--- src/rtl/bank_pkg.sv ---
package bank_pkg;

    // Register-bank classes reached through the mode input
    typedef enum logic [2:0] {
        BK_USR = 3'd0,
        BK_FIQ = 3'd1,
        BK_IRQ = 3'd2,
        BK_SVC = 3'd3,
        BK_ABT = 3'd4,
        BK_UND = 3'd5
    } bank_e;

    localparam logic [4:0] MD_USR = 5'b10000;
    localparam logic [4:0] MD_FIQ = 5'b10001;
    localparam logic [4:0] MD_IRQ = 5'b10010;
    localparam logic [4:0] MD_SVC = 5'b10011;
    localparam logic [4:0] MD_ABT = 5'b10111;
    localparam logic [4:0] MD_UND = 5'b11011;
    localparam logic [4:0] MD_SYS = 5'b11111;

    localparam int NUM_BANKS  = 6;
    localparam int NUM_LOW    = 8;               // shared 0..7
    localparam int NUM_HIGH   = 5;               // 8..12
    localparam int HIGH_COM   = NUM_LOW;         // common copy of 8..12
    localparam int HIGH_FIQ   = NUM_LOW + NUM_HIGH;
    localparam int PAIR_BASE  = NUM_LOW + 2 * NUM_HIGH;
    localparam int NUM_PHYS   = PAIR_BASE + 2 * NUM_BANKS;
    localparam int NUM_SAVED  = NUM_BANKS - 1;
    localparam int PHYS_W     = $clog2(NUM_PHYS);
    localparam int SAVED_W    = $clog2(NUM_BANKS);

endpackage

--- src/rtl/bank_sel.sv ---
module bank_sel
    import bank_pkg::*;
(
    input  logic [4:0] mode,
    output bank_e      bank
);

    always_comb begin
        case (mode)
            MD_FIQ:  bank = BK_FIQ;
            MD_IRQ:  bank = BK_IRQ;
            MD_SVC:  bank = BK_SVC;
            MD_ABT:  bank = BK_ABT;
            MD_UND:  bank = BK_UND;
            default: bank = BK_USR;   // user, system and unlisted values
        endcase
    end

endmodule

--- src/rtl/reg_locate.sv ---
module reg_locate
    import bank_pkg::*;
(
    input  logic [3:0]        reg_idx,
    input  bank_e             bank,
    output logic              hit,
    output logic [PHYS_W-1:0] phys
);

    always_comb begin
        int r;
        int slot;
        r    = int'(reg_idx);
        hit  = 1'b1;
        slot = 0;
        if (r < NUM_LOW) begin
            slot = r;
        end else if (r < NUM_LOW + NUM_HIGH) begin
            slot = (bank == BK_FIQ ? HIGH_FIQ : HIGH_COM) + (r - NUM_LOW);
        end else if (r < 15) begin
            slot = PAIR_BASE + 2 * int'(bank) + (r - 13);
        end else begin
            hit  = 1'b0;   // logical 15 lives outside this block
        end
        phys = PHYS_W'(slot);
    end

endmodule

--- src/rtl/banked_regfile.sv ---
module banked_regfile
    import bank_pkg::*;
#(
    parameter int DW = 32
) (
    input  logic          clk,
    input  logic          rst,
    input  logic [4:0]    mode_i,
    input  logic [3:0]    rd_a_idx,
    output logic [DW-1:0] rd_a_data,
    input  logic [3:0]    rd_b_idx,
    output logic [DW-1:0] rd_b_data,
    input  logic          wr_en,
    input  logic [3:0]    wr_idx,
    input  logic [DW-1:0] wr_data,
    output logic [DW-1:0] sts_rd_data,
    input  logic          sts_wr_en,
    input  logic [DW-1:0] sts_wr_data,
    input  logic          ent_en,
    input  logic [4:0]    ent_mode_i,
    input  logic [DW-1:0] ent_link_i,
    input  logic [DW-1:0] ent_status_i
);

    typedef struct packed {
        logic [NUM_PHYS-1:0][DW-1:0]  gpr;
        logic [NUM_SAVED-1:0][DW-1:0] saved;
    } store_t;

    store_t store_d, store_q;

    bank_e cur_bank, ent_bank;

    bank_sel u_cur_sel (.mode(mode_i),     .bank(cur_bank));
    bank_sel u_ent_sel (.mode(ent_mode_i), .bank(ent_bank));

    logic              ra_hit, rb_hit, wr_hit, el_hit;
    logic [PHYS_W-1:0] ra_phys, rb_phys, wr_phys, el_phys;

    reg_locate u_loc_ra (.reg_idx(rd_a_idx), .bank(cur_bank), .hit(ra_hit), .phys(ra_phys));
    reg_locate u_loc_rb (.reg_idx(rd_b_idx), .bank(cur_bank), .hit(rb_hit), .phys(rb_phys));
    reg_locate u_loc_wr (.reg_idx(wr_idx),   .bank(cur_bank), .hit(wr_hit), .phys(wr_phys));
    reg_locate u_loc_el (.reg_idx(4'd14),    .bank(ent_bank), .hit(el_hit), .phys(el_phys));

    // Saved-status slot: exception bank number minus one
    logic [SAVED_W-1:0] cur_slot, ent_slot;
    logic               cur_has_sts, ent_has_sts;

    always_comb begin
        cur_has_sts = (cur_bank != BK_USR);
        ent_has_sts = (ent_bank != BK_USR);
        cur_slot    = SAVED_W'(cur_bank) - SAVED_W'(1);
        ent_slot    = SAVED_W'(ent_bank) - SAVED_W'(1);
    end

    // Next-state: entry port applied last so it takes priority
    always_comb begin
        store_d = store_q;
        if (rst) begin
            store_d = '0;
        end else begin
            if (wr_en && wr_hit) begin
                store_d.gpr[wr_phys] = wr_data;
            end
            if (sts_wr_en && cur_has_sts) begin
                store_d.saved[cur_slot] = sts_wr_data;
            end
            if (ent_en) begin
                if (el_hit) begin
                    store_d.gpr[el_phys] = ent_link_i;
                end
                if (ent_has_sts) begin
                    store_d.saved[ent_slot] = ent_status_i;
                end
            end
        end
    end

    always_ff @(posedge clk) begin
        store_q <= store_d;
    end

    always_comb begin
        rd_a_data   = ra_hit      ? store_q.gpr[ra_phys]    : '0;
        rd_b_data   = rb_hit      ? store_q.gpr[rb_phys]    : '0;
        sts_rd_data = cur_has_sts ? store_q.saved[cur_slot] : '0;
    end

endmodule

--- config.mk ---
export PLATFORM = sky130hd
export DESIGN_NAME = banked_regfile
export DESIGN_NICKNAME = d
export VERILOG_FILES = /design/src/rtl/bank_pkg.sv /design/src/rtl/bank_sel.sv /design/src/rtl/reg_locate.sv /design/src/rtl/banked_regfile.sv
export SDC_FILE = /design/constraint.sdc
export NUM_CORES = 2
export LEC_CHECK = 0
export BUFFER_PORTS_ARGS = -buffer_cell sky130_fd_sc_hd__buf_4
export CORE_MARGIN = 5
export CORE_UTILIZATION = 63
export CTS_CLUSTER_SIZE = 24
export DETAILED_ROUTE_END_ITERATION = 12
export PLACE_DENSITY = 0.81
export SLEW_MARGIN = 20
export SYNTH_ARGS = -nofsm -noshare
export SYNTH_HDL_FRONTEND = slang
export SYNTH_SLANG_ARGS = --single-unit
export TNS_END_PERCENT = 100
--- constraint.sdc ---
create_clock -name clk -period 5.55 [get_ports clk]
set_input_delay 0.2775 -clock clk [delete_from_list [all_inputs] [get_ports clk]]
set_output_delay 0.2775 -clock clk [all_outputs]
set_load 0.01 [all_outputs]
; Word-level counts from Yosys, hierarchy flattened
; Cells that the tools add are included.
[word_totals]
input_bits = 155
out_inout_bits = 96
reg_bits = 1120
[op_classes]
order_cmp = 19
muxes = 48
n_addsub = 17
eq_ne = 11
n_reduce_logical = 8
[op_table]
columns = op, count
row1 = $bwmux 960, 2
row2 = $mux 960, 2
row3 = $mux 1120, 1
row4 = $mux 160, 3
row5 = $bmux 32 s5, 2
row6 = $bwmux 160, 2
row7 = $demux 32 s5, 2
row8 = $mux 32, 10
row9 = $demux 32 s3, 2
row10 = $bmux 32 s3, 1
row11 = $eq 5x5->1 const B, 10
row12 = $mux 5, 9
row13 = $lt 4x4->1 const B, 9
row14 = $add 5x5->5, 6
row15 = $pmux 3 s5, 2
row16 = $sub 4x4->5 const B, 6
row17 = $lt 5x6->1 const B, 4
row18 = $add 5x4->5 const A, 2
row19 = $ge 5x1->1 const B, 2
row20 = $mux 1, 9
row21 = $lt 3x4->1 const B, 2
row22 = $ge 3x1->1 const B, 2
row23 = $logic_and 1x1->1, 6
row24 = $reduce_bool 3->1, 2
row25 = other kinds (4), 5

; Longest topological paths before layout
[logic_depth]
depth_word = 16
mapped_depth = 20
mapped_depth_nobuf = 14

; Cells and area by module
; Synthesis repeated with hierarchy kept, for this count alone.
[unflattened]
hier_cells = 6697
hier_area_um2 = 67704.9
[by_module_without_submodules]
columns = module, cells_each, instances, seq_area_each_um2, area_per_inst_um2
row1 = banked_regfile, 6451, 1, 22421.5, 65918.2
row2 = reg_locate, 58, 4, 0.0, 424.2
row3 = bank_sel, 7, 2, 0.0, 45.0

; Least setup slack after synthesis
; No wires, ideal clock.
[synth_path]
path_type = input-to-output
start = in mode_i[4]
end = out rd_a_data[13]
required_ps = 5273
setup_slack_ps = 970
n_path_buf = 6
cell_stages = 18
arrival_ps = 4302
path_cell_list = nor2b_1 and3_1 clkbuf_1 clkbuf_1 ha_1 clkbuf_1 inv_1 ha_1 ha_1 a21o_1 a21o_1 xnor2_1 maj3_1 a21o_1 clkbuf_1 clkbuf_1 clkbuf_1 o211ai_1
[synth_between]
elab_chain_cells = 10
elab_cells_between_ends = 17
cone_classes = add/sub (3) / eq/ne (6) / mux (8)
[synth_rtl]
columns = item, line_no
row1 = "start, declared", banked_regfile.sv:8  ; input logic [4:0] mode_i,
row2 = $eq 5x5->1, bank_sel.sv:9  ; case (mode)
row3 = $pmux 3 s5 (*), bank_sel.sv:9
row4 = $add 5x4->5 / $eq 3x1->1 (equally long branches), "reg_locate.sv:21, reg_locate.sv:19"
row5 = $add 5x5->5 / $mux 3 (equally long branches), "reg_locate.sv:21, reg_locate.sv:19"
row6 = $mux 5 / $add 5x5->5 (equally long branches), "reg_locate.sv:20, reg_locate.sv:19"
row7 = $mux 5 (*), reg_locate.sv:18  ; end else if (r < NUM_LOW + NUM_HIGH) begin
row8 = $mux 5 (*), reg_locate.sv:16  ; if (r < NUM_LOW) begin
row9 = $bmux 32 s5 (*), banked_regfile.sv:84  ; rd_a_data = ra_hit ? store_q.gpr[ra_phys] : '0;
row10 = $mux 32 (implied by the code) (*), banked_regfile.sv:84
row11 = $mux 32 (*), banked_regfile.sv:84
row12 = "end, declared", banked_regfile.sv:10  ; output logic [DW-1:0] rd_a_data,
; Every way passes the cells marked *; elsewhere a longest branch is shown, timed or not. The select of a mux whose other input is x is not followed.

; Worst setup path after layout
[layout_path]
start = in mode_i[4]
end = out rd_b_data[31]
[layout_between]
elab_chain_cells = 10
elab_cells_between_ends = 17
cone_classes = add/sub (3) / eq/ne (6) / mux (8)
[layout_rtl]
columns = item, line_no
row1 = $eq 5x5->1, bank_sel.sv:9
row2 = $pmux 3 s5 (*), bank_sel.sv:9
row3 = $add 5x4->5 / $eq 3x1->1 (equally long branches), "reg_locate.sv:21, reg_locate.sv:19"
row4 = $add 5x5->5 / $mux 3 (equally long branches), "reg_locate.sv:21, reg_locate.sv:19"
row5 = $mux 5 / $add 5x5->5 (equally long branches), "reg_locate.sv:20, reg_locate.sv:19"
row6 = $mux 5 (*), reg_locate.sv:18
row7 = $mux 5 (*), reg_locate.sv:16
row8 = $bmux 32 s5 (*), banked_regfile.sv:85  ; rd_b_data = rb_hit ? store_q.gpr[rb_phys] : '0;
row9 = $mux 32 (implied by the code) (*), banked_regfile.sv:85
row10 = $mux 32 (*), banked_regfile.sv:85
row11 = "end, declared", banked_regfile.sv:12  ; output logic [DW-1:0] rd_b_data,
; Marks and branches as above.

==> impl_metrics.csv <==
group,metric,value,unit
worst_hold_path,hp-class,"input port to flop",
global_routing,grt_usage,46.3,%
detailed_routing,drcViolationCount,0,
clock_network,path_clk_slew,0.06,ns
floorplan,die_area,105000,um^2
floorplan,die_h,324,um
layout,drive_gt1_share,12.3,%
floorplan,core,98000,um^2
layout,finalNetCount,7949,
power,powerDensity,282,nW/um^2
placement,pre_cts_ws,0.298,ns
yosys,synth-seq-area-share,36.2,%
timing,setup_viol,1,
global_routing,antenna_found_initial,25,
floorplan,rows,115,
timing,hold_violations,0,
yosys,syn_inst,7846,
global_routing,grt_max_degree,226,
timing,period_share,100,%
timing,slew_violations,0,
run,drv_cap,0,
placement,routabilityCongestion,1.01,
detailed_routing,drt_wl_total,254,mm
timing,fmax,0.180,GHz
detailed_routing,drt_iter0_drc,12850,
clock_network,numClockSinks,1120,
setup_path,cp-start-kind,"input port",
layout,final_common_cell,"nand2_1",
timing,finalCriticalPeriod,5.57,ns
floorplan,fp.dieW,324,um
setup_path,cp-end-kind,"output pin",
setup_path,worstSetupPathType,"input port to output pin",
yosys,synth_nets,8038,
yosys,ys_warn_count,0,
placement,dpl_cell_area,64300,um^2
layout,mostFrequentLayoutCells,"nand2_1 (2350), dfxtp_1 (1120), a21oi_1 (889)",
setup_path,crit_arrival,5.29,ns
detailed_routing,vias,66008,
clock_network,post-cts-setup-buffers,0,
global_routing,grt_pass1_vias,61516,
clock_network,cts_htree_levels,3,
layout,fill_cells,7388,
layout,postLayoutCellArea,69900,um^2
setup_path,crit_start,"mode_i[4]",
global_routing,globalRouteOverflowTotal,0,
yosys,async_flop_share,0,%
placement,dp.cells,8763,
detailed_routing,ant_nets,0,
detailed_routing,wl_per_cell,27.8,um
power,p_total,0.0197,W
timing,rsz0062_at_grt,"no",
clock_network,clockRootBuffer,"clkbuf_16",
timing,maxSlewHeadroom,12.8,%
setup_path,r2r-end,"store_q[110]",
timing,fin_skew,0,ns
setup_path,rr_startpoint,"store_q[110]",
yosys,ys_ff_latch,1120,
layout,instances_no_fill,9162,
setup_path,worstPathRequired,5.27,ns
clock_network,cts_tree,"yes",
layout,area_growth,12.8,%
run_status,violations,"setup timing",
yosys,avgSynthCellArea,7.90,um^2
placement,numPortBuffers,250,
clock_network,cts-buffers-inserted,118,
clock_network,clkLatencyLatePin,0.75,ns
setup_path,endpoint,"rd_b_data[31]",
timing,tightest_slew,1.31,ns
power,ir_drop,327,uV
setup_path,worstPathMaxFanout,31,
timing,worst_slack,-0.0154,ns
yosys,synth_edf_count,0,
floorplan,initial_core_util,63.3,%
yosys,synth.lib_cells_used.distinct,85,
global_routing,grt_pass1_wl,375,mm
timing,tns,-0.0154,ns
placement,dpl.hpwl,149,mm
setup_path,rrSetupSlack,4.15,ns
detailed_routing,dr.pass1.iters,10,
clock_network,cts_buffer_depth,3,
detailed_routing,via_per_inst,7.20,
yosys,ys_dominant_reg_cell,"dfxtp_1",
setup_path,reg2regPathDepth,3,
yosys,syn-cell-area,62000,um^2
power,p_leak,24.1,nW
floorplan,boundaryPins,251,
run_status,outcome,"finished with violations",
## layer usage
metal	global-route usage, %	share of wire, %	vias up
li1	-	-	27427
met1	57.8	34	30645
met2	66.2	41	6232
met3	18.3	17	1692
met4	30.6	8.4	12
met5	0	0.037	-
## how the worst min path moves through the flow
stage | startpoint | to | slack, ns | depth (start not counted)
after floorplan | ent_link_i[0] | store_q[896] | 0.39 | 2
after global placement | flop | flop | 0.45 | 2
after detailed placement | flop | flop | 0.46 | 2
after CTS | rst | flop | 0.12 | 2
after global routing | rst | flop | 0.17 | 2
final | rst | flop | 0.12 | 2
## cell type report
cell class	instances	area [um^2]	area share, %
multi-input cells	5893	36500	52.2
clock inverters	43	500	0.716
clock buffers	174	3420	4.90
repair buffers	604	5350	7.65
diodes	21	52.6	0.0752
well taps	1287	1610	2.30
flip-flops and latches	1120	22400	32.1
inverters	20	75.1	0.107
## per-stage QoR
stage / hold slack (ns) / util (%)
final: 0.119 / 71.4
after global routing: 0.174 / 71.3
after CTS: 0.122 / 71.2
after detailed placement: 0.457 / 65.6
after global placement: 0.448 / 65.6
after floorplan: 0.386 / -
## power breakdown
part           leakage (nW)  switching, W  internal, W
Clock                  1.93       0.00351      0.00460
Combinational          13.1       0.00225      0.00104
Sequential             9.04      0.000105      0.00817
Total                  24.1       0.00587       0.0138
## cell usage after synthesis, types with 17 or more instances
library cell | instances | area, um^2
o311ai_1 | 28 | 245
buf_4 | 36 | 270
nand3_1 | 162 | 811
a211oi_1 | 162 | 1220
buf_2 | 219 | 1100
and3_1 | 53 | 332
mux2i_1 | 545 | 5460
buf_1 | 28 | 105
o21ai_0 | 113 | 566
inv_1 | 18 | 67.6
o211ai_1 | 20 | 150
a21oi_1 | 890 | 4450
nand2_1 | 2358 | 8850
a22oi_1 | 95 | 713
mux4_2 | 224 | 5040
clkbuf_1 | 518 | 1940
o22a_1 | 32 | 280
o22ai_1 | 17 | 106
nor3_1 | 224 | 1120
a21o_1 | 45 | 338
nor4_1 | 65 | 407
a311oi_1 | 191 | 1670
or3_1 | 18 | 113
nor2_1 | 372 | 1400
a31oi_1 | 34 | 213
ha_1 | 34 | 425
dfxtp_1 | 1120 | 22400
## cells by family after synthesis
kind of cell               count (synthesis)  share of synthesized area (%)
and+or+nand+nor                         3332                           22.0
muxes                                    770                           17.0
adders and majority gates                 38                          0.799
buffers and inverters                    833                           5.86
DFF                                     1120                           36.2
AOI/OAI and AO/OA                       1735                           18.0
xor gates and xnor gates                  18                          0.254
## critical path, cell delays in order
cell      delay (ns)
buf_4           0.12
nor2b_1         0.14
and3_2          0.27
ha_1            0.34
inv_1           0.15
ha_1            0.34
inv_1           0.05
fa_1            0.38
xor2_1          0.18
o22ai_1         0.19
and2_2          0.56
and3_2          1.00
a22oi_1         0.49
o311ai_0        0.44
buf_4           0.23
buf_4           0.11
## timing repair
action | 4_1_cts | 5_1_grt
hold buffers | 160 | 0
endpoints found under the setup margin | 0 | 1
endpoints found under the hold margin | 966 | 0
gates resized for setup | 0 | 1
Power figures use the tool's default switching activity.
